`src/rtl/tmr_pkg.sv`:
```
package tmr_pkg;
  localparam int REG_W = 32;
  localparam int DIV_W = 16;
  localparam int CNT_W = 64;
  localparam int ADR_W = 6;

  typedef struct packed {
    logic             run;
    logic             count_up;
    logic             auto_rld;
    logic [DIV_W-1:0] divider;
    logic             edge_en;
    logic             level_en;
    logic             arm;
    logic [9:0]       spare;
  } ctrl_t;

  localparam logic [ADR_W-1:0] OFF_CTRL    = 6'h00;
  localparam logic [ADR_W-1:0] OFF_SNAP_LO = 6'h04;
  localparam logic [ADR_W-1:0] OFF_SNAP_HI = 6'h08;
  localparam logic [ADR_W-1:0] OFF_SNAP_GO = 6'h0C;
  localparam logic [ADR_W-1:0] OFF_ALM_LO  = 6'h10;
  localparam logic [ADR_W-1:0] OFF_ALM_HI  = 6'h14;
  localparam logic [ADR_W-1:0] OFF_LD_LO   = 6'h18;
  localparam logic [ADR_W-1:0] OFF_LD_HI   = 6'h1C;
  localparam logic [ADR_W-1:0] OFF_LD_GO   = 6'h20;
  localparam logic [ADR_W-1:0] OFF_IEN     = 6'h24;
  localparam logic [ADR_W-1:0] OFF_STAT    = 6'h28;
  localparam logic [ADR_W-1:0] OFF_CLR     = 6'h2C;
endpackage

```
`src/rtl/tmr_prescaler.sv`:
```
module tmr_prescaler #(
  parameter int DIV_W = 16
) (
  input  logic             clk,
  input  logic             rst_n,
  input  logic             run,
  input  logic             restart,
  input  logic [DIV_W-1:0] div_field,
  output logic             tick
);
  localparam int PW = DIV_W + 1;

  // Effective clocks per tick: 0 means 2**DIV_W, 1 is raised to 2.
  function automatic logic [PW-1:0] eff_period(input logic [DIV_W-1:0] f);
    if (f == '0)      return PW'(1) << DIV_W;
    else if (f == 1)  return PW'(2);
    else              return {1'b0, f};
  endfunction

  logic [PW-1:0] phase;
  logic [PW-1:0] last_phase;

  assign last_phase = eff_period(div_field) - PW'(1);
  assign tick       = run && (phase >= last_phase);

  always_ff @(posedge clk or negedge rst_n) begin
    if (!rst_n)         phase <= '0;
    else if (restart)   phase <= '0;
    else if (run)       phase <= tick ? '0 : phase + PW'(1);
  end

  AST_PRESCALE_RESTART: assert property (@(posedge clk) disable iff (!rst_n)
    restart |=> phase == '0);
endmodule

```
`src/rtl/tmr_counter.sv`:
```
module tmr_counter #(
  parameter int CNT_W = 64
) (
  input  logic             clk,
  input  logic             rst_n,
  input  logic             tick,
  input  logic             count_up,
  input  logic             load_now,
  input  logic [CNT_W-1:0] load_val,
  output logic [CNT_W-1:0] count
);
  function automatic logic [CNT_W-1:0] step(input logic [CNT_W-1:0] v, input logic up);
    return up ? v + CNT_W'(1) : v - CNT_W'(1);
  endfunction

  always_ff @(posedge clk or negedge rst_n) begin
    if (!rst_n)        count <= '0;
    else if (load_now) count <= load_val;
    else if (tick)     count <= step(count, count_up);
  end

  AST_LOAD_TAKES: assert property (@(posedge clk) disable iff (!rst_n)
    load_now |=> count == $past(load_val));
  AST_HOLD_IDLE: assert property (@(posedge clk) disable iff (!rst_n)
    (!load_now && !tick) |=> $stable(count));
  AST_ONE_STEP: assert property (@(posedge clk) disable iff (!rst_n)
    (!load_now && tick) |=>
      count == ($past(count_up) ? $past(count) + CNT_W'(1) : $past(count) - CNT_W'(1)));
endmodule

```
`src/rtl/tmr_alarm.sv`:
```
module tmr_alarm #(
  parameter int CNT_W = 64
) (
  input  logic             clk,
  input  logic             rst_n,
  input  logic             armed,
  input  logic [CNT_W-1:0] count,
  input  logic [CNT_W-1:0] target,
  input  logic             level_en,
  input  logic             edge_en,
  input  logic             irq_on,
  input  logic             clear,
  output logic             hit,
  output logic             raw_flag,
  output logic             irq_level,
  output logic             irq_edge
);
  assign hit = armed && (count == target);

  always_ff @(posedge clk or negedge rst_n) begin
    if (!rst_n) begin
      raw_flag <= 1'b0;
      irq_edge <= 1'b0;
    end else begin
      if (hit)        raw_flag <= 1'b1;
      else if (clear) raw_flag <= 1'b0;
      irq_edge <= hit && edge_en && irq_on;
    end
  end

  assign irq_level = raw_flag && irq_on && level_en;

  AST_HIT_SETS_FLAG: assert property (@(posedge clk) disable iff (!rst_n)
    hit |=> raw_flag);
  AST_CLEAR_DROPS: assert property (@(posedge clk) disable iff (!rst_n)
    (clear && !hit) |=> !raw_flag);
  AST_EDGE_SINGLE: assert property (@(posedge clk) disable iff (!rst_n)
    irq_edge |=> !irq_edge);
endmodule

```
`src/rtl/prescaled_alarm_timer.sv`:
```
module prescaled_alarm_timer
  import tmr_pkg::*;
(
  input  logic              clk,
  input  logic              rst_n,
  input  logic              bus_we,
  input  logic [ADR_W-1:0]  bus_addr,
  input  logic [REG_W-1:0]  bus_wdata,
  output logic [REG_W-1:0]  bus_rdata,
  output logic              irq_level,
  output logic              irq_edge
);
  ctrl_t            ctrl;
  logic [CNT_W-1:0] alarm_val, load_val, snap_val, count;
  logic             irq_on;
  logic             wr_ctrl, wr_snap, wr_reload, wr_clr;
  logic             tick, hit, raw_flag, load_now;

  assign wr_ctrl   = bus_we && (bus_addr == OFF_CTRL);
  assign wr_snap   = bus_we && (bus_addr == OFF_SNAP_GO);
  assign wr_reload = bus_we && (bus_addr == OFF_LD_GO);
  assign wr_clr    = bus_we && (bus_addr == OFF_CLR) && bus_wdata[0];
  assign load_now  = wr_reload || (hit && ctrl.auto_rld);

  always_ff @(posedge clk or negedge rst_n) begin
    if (!rst_n) begin
      ctrl      <= '0;
      alarm_val <= '0;
      load_val  <= '0;
      snap_val  <= '0;
      irq_on    <= 1'b0;
    end else begin
      if (wr_ctrl) ctrl <= ctrl_t'(bus_wdata);
      if (hit)     ctrl.arm <= 1'b0;
      if (bus_we) begin
        case (bus_addr)
          OFF_ALM_LO: alarm_val[31:0]  <= bus_wdata;
          OFF_ALM_HI: alarm_val[63:32] <= bus_wdata;
          OFF_LD_LO:  load_val[31:0]   <= bus_wdata;
          OFF_LD_HI:  load_val[63:32]  <= bus_wdata;
          OFF_IEN:    irq_on           <= bus_wdata[0];
          default: ;
        endcase
      end
      if (wr_snap) snap_val <= count;
    end
  end

  always_comb begin
    case (bus_addr)
      OFF_CTRL:    bus_rdata = REG_W'(ctrl);
      OFF_SNAP_LO: bus_rdata = snap_val[31:0];
      OFF_SNAP_HI: bus_rdata = snap_val[63:32];
      OFF_ALM_LO:  bus_rdata = alarm_val[31:0];
      OFF_ALM_HI:  bus_rdata = alarm_val[63:32];
      OFF_LD_LO:   bus_rdata = load_val[31:0];
      OFF_LD_HI:   bus_rdata = load_val[63:32];
      OFF_IEN:     bus_rdata = {31'b0, irq_on};
      OFF_STAT:    bus_rdata = {30'b0, raw_flag, raw_flag && irq_on};
      default:     bus_rdata = '0;
    endcase
  end

  tmr_prescaler #(.DIV_W(DIV_W)) u_pre (
    .clk(clk), .rst_n(rst_n), .run(ctrl.run), .restart(wr_ctrl),
    .div_field(ctrl.divider), .tick(tick));

  tmr_counter #(.CNT_W(CNT_W)) u_cnt (
    .clk(clk), .rst_n(rst_n), .tick(tick), .count_up(ctrl.count_up),
    .load_now(load_now), .load_val(load_val), .count(count));

  tmr_alarm #(.CNT_W(CNT_W)) u_alm (
    .clk(clk), .rst_n(rst_n), .armed(ctrl.arm), .count(count), .target(alarm_val),
    .level_en(ctrl.level_en), .edge_en(ctrl.edge_en), .irq_on(irq_on), .clear(wr_clr),
    .hit(hit), .raw_flag(raw_flag), .irq_level(irq_level), .irq_edge(irq_edge));

  AST_ARM_SELF_CLEAR: assert property (@(posedge clk) disable iff (!rst_n)
    hit |=> !ctrl.arm);
  AST_SNAP_LATCH: assert property (@(posedge clk) disable iff (!rst_n)
    wr_snap |=> snap_val == $past(count));
endmodule

```
`config.mk`:
```
export PLATFORM = sky130hd
export DESIGN_NAME = prescaled_alarm_timer
export DESIGN_NICKNAME = d
export VERILOG_FILES = /design/src/rtl/tmr_pkg.sv /design/src/rtl/tmr_prescaler.sv /design/src/rtl/tmr_counter.sv /design/src/rtl/tmr_alarm.sv /design/src/rtl/prescaled_alarm_timer.sv
export SDC_FILE = /design/constraint.sdc
export NUM_CORES = 1
export LEC_CHECK = 0
export CELL_PAD_IN_SITES_DETAIL_PLACEMENT = 1
export CELL_PAD_IN_SITES_GLOBAL_PLACEMENT = 1
export CORE_MARGIN = 5
export CORE_UTILIZATION = 45
export CTS_CLUSTER_SIZE = 16
export DETAILED_ROUTE_END_ITERATION = 10
export PLACE_DENSITY = 0.78
export SKIP_LAST_GASP = 1
export SLEW_MARGIN = 10
export SYNTH_ARGS = -nofsm -noshare
export SYNTH_HDL_FRONTEND = slang
export SYNTH_SLANG_ARGS = --single-unit
```
`constraint.sdc`:
```
create_clock -name clk -period 5.8 [get_ports clk]
set_input_delay 0.87 -clock clk [delete_from_list [all_inputs] [get_ports clk]]
set_output_delay 0.87 -clock clk [all_outputs]
set_load 0.02 [all_outputs]
```
# Yosys cells after proc, flatten, opt, wreduce, memory -nomap -nowiden
# Index checks and enable logic that the tools add are counted.
[totals] register_bits=308 input_bits=41 wordCells=73
[classes] n_eq_ne=13 addsub=4 n_reduce_logical=24 n_lt_le_gt_ge=1 n_mux=13
[ops] operator="$pmux W32 S9" count=1
[ops] operator="$mux W64" count=3
[ops] operator="$mux W17" count=4
[ops] operator="$add A64 B1 Y64 const B" count=1
[ops] operator="$eq A64 B64 Y1" count=1
[ops] operator="$sub A64 B1 Y64 const B" count=1
[ops] operator="$eq A6 B5 Y1 const B" count=4
[ops] operator="$eq A6 B6 Y1 const B" count=4
[ops] operator="$add A17 B1 Y17 const B" count=1
[ops] operator="$ge A17 B17 Y1" count=1
[ops] operator="$sub A17 B1 Y17 const B" count=1
[ops] operator="$eq A16 B1 Y1 const B" count=1
[ops] operator="$logic_not A16 Y1" count=1
[ops] operator="$mux W16" count=1
[ops] operator="$eq A6 B4 Y1 const B" count=2
[ops] operator="$logic_and A1 B1 Y1" count=12
[ops] operator="$mux W11" count=1
[ops] operator="$reduce_and A2 Y1" count=5
[ops] operator="$reduce_bool A2 Y1" count=4
[ops] operator="$eq A6 B3 Y1 const B" count=1
[ops] operator="$logic_not A6 Y1" count=1
[ops] operator="$mux W1" count=3
[ops] operator="$logic_or A1 B1 Y1" count=1

# Depth between registers and ports, before layout
# Gate-level depths: netlist of the first run.
[logic_depth] depth_word=9 ltp_mapped=20 depth_no_buf=19

# Hierarchy
# A second synthesis of the first run with hierarchy kept.
[unflattened] cells_unflattened=1897 hier_area_um2=19520.0
[by_module_without_submodules] module="prescaled_alarm_timer" cells_per_inst=741 n_inst=1 area_per_inst_um2=10332.4
[by_module_without_submodules] module="tmr_counter" cells_per_inst=856 n_inst=1 area_per_inst_um2=6723.9
[by_module_without_submodules] module="tmr_prescaler" cells_per_inst=198 n_inst=1 area_per_inst_um2=1657.8
[by_module_without_submodules] module="tmr_alarm" cells_per_inst=102 n_inst=1 area_per_inst_um2=805.8

# Least setup slack after synthesis of the first run
# Ideal clock, no wire load.
[synth_path] path_kind="reg-to-reg" startpoint="register ctrl[16] (netlist name)" endpoint="register u_cnt.count[55]" setup_slack_ps=1364 path_buffers=2 arrival_ps=4308 t_required_ps=5672 setup_ps=128 synth_period_minus_slack_ps=4436 stages_incl_launch_ff=19 path_cell_list="dfrtp_1 > or4_1 > nor4_1 > and2b_1 > nor4b_2 > a211oi_1 > a21oi_1 > nor3_1 > xnor2_1 > ha_1 > and3_1 > a221o_1 > a211oi_1 > nor3_1 > o221ai_1 > buf_2 > clkbuf_1 > mux2i_1 > o21ai_0"
[synth_via] elab_chain_cells=7 elab_cells_between_ends=8 cone_classes="add/sub (1); order compare (1); eq/ne (1); mux (2); reduce/logical (3)"
[synth_lines] element="start: declaration" line="prescaled_alarm_timer.sv:13" rtl="ctrl_t ctrl;"
[synth_lines] element="start signal: assignment" line="prescaled_alarm_timer.sv:33" rtl="if (wr_ctrl) ctrl <= ctrl_t'(bus_wdata);"
[synth_lines] element="$eq A16 B1 Y1" line="tmr_prescaler.sv:16" rtl="else if (f == 1) return PW'(2);"
[synth_lines] element="$mux W16" line="tmr_prescaler.sv:16"
[synth_lines] element="$mux W17 (*)" line="tmr_prescaler.sv:15" rtl="if (f == '0) return PW'(1) << DIV_W;"
[synth_lines] element="$sub A17 B1 Y17 (*)" line="tmr_prescaler.sv:23" rtl="assign last_phase = eff_period(div_field) - PW'(1);"
[synth_lines] element="$ge A17 B17 Y1 (*)" line="tmr_prescaler.sv:24" rtl="assign tick = run && (phase >= last_phase);"
[synth_lines] element="$logic_and A1 B1 Y1 (*)" line="tmr_prescaler.sv:24"
[synth_lines] element="$reduce_bool A2 Y1 (no source line) (*)"
[synth_lines] element="end signal: assignment" line="tmr_counter.sv:18" rtl="else if (load_now) count <= load_val;"
[synth_lines] element="end signal: assignment" line="tmr_counter.sv:19" rtl="else if (tick) count <= step(count, count_up);"
[synth_lines] element="end: declaration" line="tmr_counter.sv:10" rtl="output logic [CNT_W-1:0] count"
# Every way passes the cells marked *; elsewhere a longest branch is shown, timed or not.
# A chain may end at the register's enable or synchronous reset.

# Worst setup path in the final report of the first run
[layout_path] startpoint="register ctrl[16] (netlist name)" endpoint="register u_pre.phase[15]"
[layout_via] elab_chain_cells=9 elab_cells_between_ends=10 cone_classes="add/sub (1); order compare (1); eq/ne (1); mux (5); reduce/logical (2)"
[layout_lines] element="$eq A16 B1 Y1" line="tmr_prescaler.sv:16"
[layout_lines] element="$mux W16" line="tmr_prescaler.sv:16"
[layout_lines] element="$mux W17 (*)" line="tmr_prescaler.sv:15"
[layout_lines] element="$sub A17 B1 Y17 (*)" line="tmr_prescaler.sv:23"
[layout_lines] element="$ge A17 B17 Y1 (*)" line="tmr_prescaler.sv:24"
[layout_lines] element="$logic_and A1 B1 Y1 (*)" line="tmr_prescaler.sv:24"
[layout_lines] element="$mux W17 (*) (2 in series)" line="tmr_prescaler.sv:29" rtl="else if (run) phase <= tick ? '0 : phase + PW'(1);"
[layout_lines] element="$mux W17 (*)" line="tmr_prescaler.sv:28" rtl="else if (restart) phase <= '0;"
[layout_lines] element="end signal: assignment" line="tmr_prescaler.sv:29"
[layout_lines] element="end: declaration" line="tmr_prescaler.sv:20" rtl="logic [PW-1:0] phase;"
# Every way passes the cells marked *; elsewhere a longest branch is shown, timed or not. The select of a mux whose other input is x is not followed.

==> impl_metrics.py, run 1 <==
metrics = {
    "placement": {
        "io_buffers": 74,
        "placed_area_um2": 20000,
        "place.gp.congestion": 0.947,
        "dpl.hpwl_um": 49200,
    },
    "logic_synthesis": {
        "yosys_warnings": 0,
        "synth_seq_cells": 308,
        "synth_area_um2": 18800,
        "synth-main-ff-cell": "dfrtp_1",
        "yosysUniqueCellTypes": 78,
        "syn_area_per_cell_um2": 9.87,
        "synth-edff-count": 0,
        "syn-num-nets": 2025,
        "synthCells": 1901,
        "yosysSeqAreaShare_pct": 41.1,
        "async_reset_ff_share_pct": 100,
    },
    "floorplanning": {
        "start_util_pct": 45.7,
        "placementRows": 74,
        "fp.dieW_um": 214,
        "die_height_um": 214,
        "ios": 75,
        "core_area_um2": 41000,
        "die-area_um2": 45900,
    },
    "layout": {
        "register_area_um2": 7710,
        "final_area_um2": 21100,
        "final_util_pct": 51.5,
        "fillerInstances": 4492,
        "area_growth_pct": 12.6,
        "diodes": 0,
        "multiInputGateArea_um2": 10400,
        "fin_nets": 2048,
        "drive_gt1_share_pct": 16.4,
    },
    "sta": {
        "hold_viol": 0,
        "drv_slew": 0,
        "max-slew-margin-rel_pct": 14.3,
        "setup_viol": 0,
        "finalClockSkew_ns": 0.0179,
        "final.min_clock_period_ns": 5.27,
        "rsz0062_at_grt": "false",
        "tns_ns": 0,
        "max_freq_ghz": 0.190,
        "worst_slew_pin_slew_ns": 1.28,
        "fin_crit_sh_pct": 90.9,
    },
    "clock_network": {
        "htree_levels": 2,
        "cts_root_buf": "clkbuf_16",
        "clock_sinks": 308,
        "tritoncts": "done",
        "insertion_delay_ns": 0.53,
        "clk_path_buf_depth": 3,
        "cts_resized": 0,
        "clkTransAtPathRegs_ns": 0.06,
        "post_cts_buffers": 0,
        "ctsHoldBuffers": 0,
        "cts_buffers": 34,
    },
    "route": {
        "avgRoutedWirePerCell_um": 27.6,
        "drtAntennaViolNets": 0,
        "drt_iter0_markers": 1725,
        "num_vias": 16151,
        "drt_pass1_iterations": 9,
        "drcViolationCount": 0,
        "vias_per_cell": 6.51,
        "routed_wl_um": 68600,
    },
    "worst_hold_path": {
        "hold_path_class": "in -> async",
    },
    "critical_path": {
        "path_buf_inv": 1,
        "crit_required_ns": 6.22,
        "critPathSlowestCell": "or4_1",
        "critical_path_arrival_ns": 5.69,
        "start_kind": "register",
        "cp_max_fo": 23,
        "critical_path_class": "reg -> reg",
        "crit_family": "simple AND/OR/NAND/NOR gates",
        "crit_path_end_kind": "register",
        "path_cells": "or4_1, nor4_1, and2b_1, nor4b_2, a211oi_1, a21oi_1, nor3_1, xnor2_1, ha_1, and3_1, a221o_1, a211oi_1, nor3_1, o22ai_1, buf_4, nand3_1, a31oi_1, o21ai_0, o31ai_1",
        "cpPeakStageDelay_ns": 0.62,
    },
    "power": {
        "sw_frac_of_total_pct": 35.7,
        "peakVddDrop_v": 0.000207,
        "seq_power_share_pct": 38.0,
        "internal_power_mw": 4.45,
        "p_switching_mw": 2.47,
        "p_per_area_nw_per_um2": 328,
        "pwr-share-comb_pct": 30.4,
        "p_leak_nw": 9.91,
        "clkPwrFrac_pct": 31.6,
    },
    "global_routing": {
        "grt_pass1_wl_um": 106000,
        "grt_max_degree": 135,
        "grt-ovfl-total": 0,
        "grt_pass1_vias": 16842,
        "antenna_found_initial": 5,
        "grtUsageTotal_pct": 29.1,
    },
    "status": {
        "status": "completed",
    },
    "flow_run": {
        "cap_viol_max_count": 0,
    },
}
==> through the flow <==
stage                     cells  total power [mW]  worst slack (ns)  hold WS [ns]
after floorplan            1901              3.94              1.36         0.450
after global placement     2420              4.64             0.725         0.464
after detailed placement   2420              4.71             0.524         0.476
after CTS                  2482              6.91             0.534         0.399
after global routing       2482              7.24             0.106         0.419
final                      2482              6.92             0.526         0.329
==> cell usage after synthesis, types with 37 or more instances <==
cell type / n / area (um2)
inv_1: 59 / 221
a21oi_1: 123 / 616
mux2_2: 214 / 2410
o21ai_0: 136 / 681
nand2_1: 145 / 544
nand4_1: 37 / 231
dfrtp_1: 308 / 7710
ha_1: 82 / 1030
clkbuf_1: 74 / 278
xnor2_1: 76 / 666
nand3_1: 60 / 300
nor3_1: 39 / 195
nor2_1: 102 / 383
a22oi_1: 72 / 541
==> worst register-to-register path, stage by stage (launching register included) <==
cell	delay, ns
dfrtp_1	0.45
or4_1	0.62
nor4_1	0.23
and2b_1	0.20
nor4b_2	0.29
a211oi_1	0.12
a21oi_1	0.33
nor3_1	0.11
xnor2_1	0.14
ha_1	0.29
and3_1	0.20
a221o_1	0.31
a211oi_1	0.21
nor3_1	0.12
o22ai_1	0.14
buf_4	0.19
nand3_1	0.58
a31oi_1	0.38
o21ai_0	0.12
o31ai_1	0.12
==> cell usage in the layout, fill, tap and decap left out, types with 10 or more instances in the layout <==
master	netlist	final
dfrtp_1	308	308
mux2_2	214	214
nand2_1	145	141
o21ai_0	136	136
a21oi_1	123	123
nor2_1	102	98
ha_1	82	82
xnor2_1	76	76
clkdlybuf4s50_1	0	73
a22oi_1	72	72
nand3_1	60	60
inv_1	59	58
nand4_1	37	37
clkbuf_16	0	37
nor3_1	39	36
xor2_1	36	36
a222oi_1	32	32
a21o_1	31	31
mux2i_1	26	26
and3_1	20	20
buf_4	3	20
nand2b_1	16	16
nor4_1	13	13
nor2b_1	12	12
o21a_1	12	12
o21bai_1	11	11
o211ai_1	10	10
clkbuf_1	74	10
==> state kept, by name (all words and copies together), names as in the netlist <==
register        cells
ctrl               32
alarm_val          64
load_val           64
snap_val           64
u_cnt.count        64
u_pre.phase        17
u_alm.irq_edge      1
u_alm.raw_flag      1
irq_on              1
==> metal layers <==
| layer | GRT usage (%) | routed length, um | vias to the layer above |
|---|---|---|---|
| met1 | 39.8 | 29100 | 8322 |
| met3 | 6.37 | 5560 | 125 |
| met2 | 46.6 | 31700 | 615 |
| met4 | 9.36 | 2240 | 4 |
| li1 | - | - | 7085 |
| met5 | 0 | 21 | - |
==> cells by family (layout without fill, tap and decap cells) <==
kind of cell	after synthesis	in the layout	synth area share (%)
and+or+nand+nor	473	473	12.1
adders and majority gates	83	83	5.58
muxes	240	240	14.2
buffers and inverters	171	220	3.80
other	1	1	0.0200
xor gates and xnor gates	112	112	5.23
AOI/OAI and AO/OA	513	513	17.9
DFF	308	308	41.1
==> final timing paths <==
| check | from | endpoint | slack, ns | cells after the start |
|---|---|---|---|---|
| min in group clk | snap_val[63] | snap_val[63] | 0.50 | 2 |
| worst min register to register | snap_val[63] | snap_val[63] | 0.50 | 2 |
| max in group asynchronous | rst_n | u_cnt.count[37] | 3.94 | 2 |
| worst min-delay path | rst_n | u_alm.raw_flag | 0.33 | 1 |
| worst max register to register | ctrl[16] | u_pre.phase[15] | 0.53 | 19 |
| worst max-delay path | ctrl[16] | u_pre.phase[15] | 0.53 | 19 |
==> power groups by stage <==
stage	registers [mW]	logic (mW)	clock network, mW
3_3_place_gp	2.64	2.01	0
3_5_place_dp	2.65	2.06	0
4_1_cts	2.62	2.08	2.21
6_report	2.63	2.10	2.19
2_1_floorplan	2.53	1.40	0
5_1_grt	2.65	2.29	2.30
==> final cells by class <==
class	instances	area share, %
Tap cell	532	3.15
Clock buffer	52	4.89
Clock inverter	10	0.379
Multi-Input combinational cell	1422	49.3
Timing Repair Buffer	99	4.72
Inverter	59	1.05
Sequential cell	308	36.5
(Power assumes the default switching activity.)
==> run 2, diff against run 1 <==
--- a/config.mk
+++ b/config.mk
@@ -8,10 +8,10 @@
 export CELL_PAD_IN_SITES_DETAIL_PLACEMENT = 1
 export CELL_PAD_IN_SITES_GLOBAL_PLACEMENT = 1
 export CORE_MARGIN = 5
-export CORE_UTILIZATION = 45
+export CORE_UTILIZATION = 24
 export CTS_CLUSTER_SIZE = 16
 export DETAILED_ROUTE_END_ITERATION = 10
-export PLACE_DENSITY = 0.78
+export PLACE_DENSITY = 0.49
 export SKIP_LAST_GASP = 1
 export SLEW_MARGIN = 10
 export SYNTH_ARGS = -nofsm -noshare
==> run 2 against run 1 <==
Effect of this change:
- clock-buffer cell count grew 5
- sequential power barely moved
- cell count increased by 21%
- sequential share of layout area shrank 1.4 points
- maximum frequency grew 3.7%
- combinational power is essentially flat
- via count down 3.6%
- utilization decreased by 23 points
- wire length rose by 7.8%
- critical path type unchanged
- critical endpoint is now u_cnt.count[40]
==> impl_metrics.py, run 2 (synthesis results as in run 1) <==
metrics = {
    "status": {
        "status": "completed",
    },
    "critical_path": {
        "r2r_cells": 20,
        "critical_path_class": "reg -> reg",
        "cp_max_fo": 57,
        "crit_path_end_kind": "register",
        "timing.rr.start": "ctrl[16]",
        "crit_required_ns": 6.23,
        "start_kind": "register",
        "r2r_slack_ns": 0.71,
        "r2r-end": "u_cnt.count[40]",
        "critical_path_arrival_ns": 5.52,
    },
    "global_routing": {
        "use_met2_pct": 30.0,
        "grt_pass1_wl_um": 111000,
        "antenna_found_initial": 1,
        "grt-ovfl-total": 0,
        "grt_use_met1_pct": 23.7,
        "top_usage_layer": "met2",
        "grt_max_degree": 128,
        "grtUsageTotal_pct": 17.3,
        "grt_pass1_vias": 16424,
        "use_met3_pct": 1.69,
    },
    "sta": {
        "finalClockSkew_ns": 0.0232,
        "worst_slew_pin_slew_ns": 1.18,
        "max-slew-margin-rel_pct": 21.3,
        "max_freq_ghz": 0.197,
        "fin_crit_sh_pct": 87.7,
        "setup_viol": 0,
        "tns_ns": 0,
        "final.min_clock_period_ns": 5.09,
        "hold_viol": 0,
        "rsz0062_at_grt": "false",
        "drv_slew": 0,
        "fin_ws_ns": 0.715,
    },
    "clock_network": {
        "cts_resized": 0,
        "cts_buffers": 37,
        "insertion_delay_ns": 0.55,
        "post_cts_buffers": 0,
        "clock_sinks": 308,
        "tritoncts": "done",
        "htree_levels": 2,
        "clkTransAtPathRegs_ns": 0.06,
        "cts_root_buf": "clkbuf_16",
        "ctsHoldBuffers": 0,
        "clk_path_buf_depth": 3,
    },
    "power": {
        "seq_power_share_pct": 37.3,
        "total_power_mw": 7.05,
        "internal_power_mw": 4.53,
        "clkPwrFrac_pct": 33.1,
        "pwr-share-comb_pct": 29.6,
        "p_leak_nw": 10.0,
        "sw_frac_of_total_pct": 35.8,
        "peakVddDrop_v": 0.000222,
        "p_switching_mw": 2.52,
        "p_per_area_nw_per_um2": 321,
    },
    "placement": {
        "io_buffers": 74,
        "place.gp.congestion": 0.858,
        "place_ws_ns": 0.702,
        "dpl.hpwl_um": 55200,
    },
    "layout": {
        "final_cell_mix": "dfrtp_1 (308), mux2_2 (214), nand2_1 (140)",
        "fillerInstances": 8799,
        "mostFrequentLayoutCell": "dfrtp_1",
        "fin_nets": 2061,
        "final_util_pct": 28.4,
        "diodes": 0,
        "drive_gt1_share_pct": 17.1,
        "area_growth_pct": 17.1,
    },
    "flow_run": {
        "cap_viol_max_count": 0,
    },
    "route": {
        "drtAntennaViolNets": 0,
        "drt_iter0_markers": 992,
        "drcViolationCount": 0,
        "drt_pass1_iterations": 6,
        "avgRoutedWirePerCell_um": 24.6,
        "routed_wl_um": 73900,
        "num_vias": 15563,
        "vias_per_cell": 5.18,
    },
    "floorplanning": {
        "fp.dieW_um": 290,
        "die-area_um2": 83800,
        "ios": 75,
        "placementRows": 102,
        "core_area_um2": 77500,
        "start_util_pct": 24.2,
        "die_height_um": 290,
    },
    "worst_hold_path": {
        "hold_path_class": "in -> async",
    },
}
-- run 2: changes by cell type in the layout (fill, tap and decap cells not counted), sizes merged --
cell | previous run | this run
clkinvlp | 2 | 0
clkbuf | 52 | 57
bufinv | 1 | 0
inv | 59 | 61
buf | 26 | 36
clkinv | 7 | 9
-- run 2: power groups by stage --
stage / Sequential (mW) / Clock (mW) / Combinational [mW]
floorplan: 2.53 / 0 / 1.40
global placement: 2.66 / 0 / 2.08
detailed placement: 2.66 / 0 / 2.09
CTS: 2.63 / 2.40 / 2.11
global route: 2.65 / 2.49 / 2.30
finish: 2.63 / 2.34 / 2.09
-- run 2: worst max-delay path, stage by stage, from the launching register on --
cell and delay, ns:
dfrtp_1 0.43, or4_1 0.60, nor4_1 0.24, and2b_1 0.20, nor4b_2 0.28, a211oi_1 0.12
a21oi_1 0.34, nor3_1 0.11, xnor2_1 0.15, ha_1 0.29, and3_1 0.20, a221o_1 0.32
a211oi_1 0.23, nor3_1 0.14, o221ai_4 0.20, buf_12 0.31, buf_4 0.28, nor2_1 0.06
o311a_1 0.12, a221oi_1 0.20, o21ai_0 0.11
-- run 2: layout make-up --
cell class / count / area, um2 / area share [%]
Tap cell: 1040 / 1300 / 5.92
Clock inverter: 11 / 70.1 / 0.319
Inverter: 59 / 221 / 1.01
Multi-Input combinational cell: 1422 / 10400 / 47.5
Timing Repair Buffer: 109 / 1110 / 5.05
Sequential cell: 308 / 7710 / 35.1
Clock buffer: 57 / 1130 / 5.16
-- run 2: per-stage QoR --
stage	hold WS, ns	std cells	area, um2
floorplan	0.450	1901	18800
global placement	0.466	2938	20800
detailed placement	0.475	2938	20800
CTS	0.312	3006	22000
global route	0.355	3006	22000
finish	0.323	3006	22000
-- run 2: per-layer routing --
| layer | up-vias | routed length, um |
|---|---|---|
| met5 | - | 0 |
| met4 | 0 | 1360 |
| met3 | 68 | 2380 |
| met2 | 271 | 36000 |
| met1 | 8106 | 34200 |
| li1 | 7118 | - |
-- run 2: worst max-delay path by stage --
| stage | end | slack, ns | start |
|---|---|---|---|
| after floorplan | u_cnt.count[55] | 1.36 | ctrl[16] |
| after global placement | u_cnt.count[40] | 0.75 | ctrl[16] |
| after detailed placement | u_cnt.count[40] | 0.70 | ctrl[16] |
| after CTS | u_cnt.count[40] | 0.67 | ctrl[16] |
| after global routing | u_cnt.count[40] | 0.29 | ctrl[16] |
| final | u_cnt.count[40] | 0.71 | ctrl[16] |
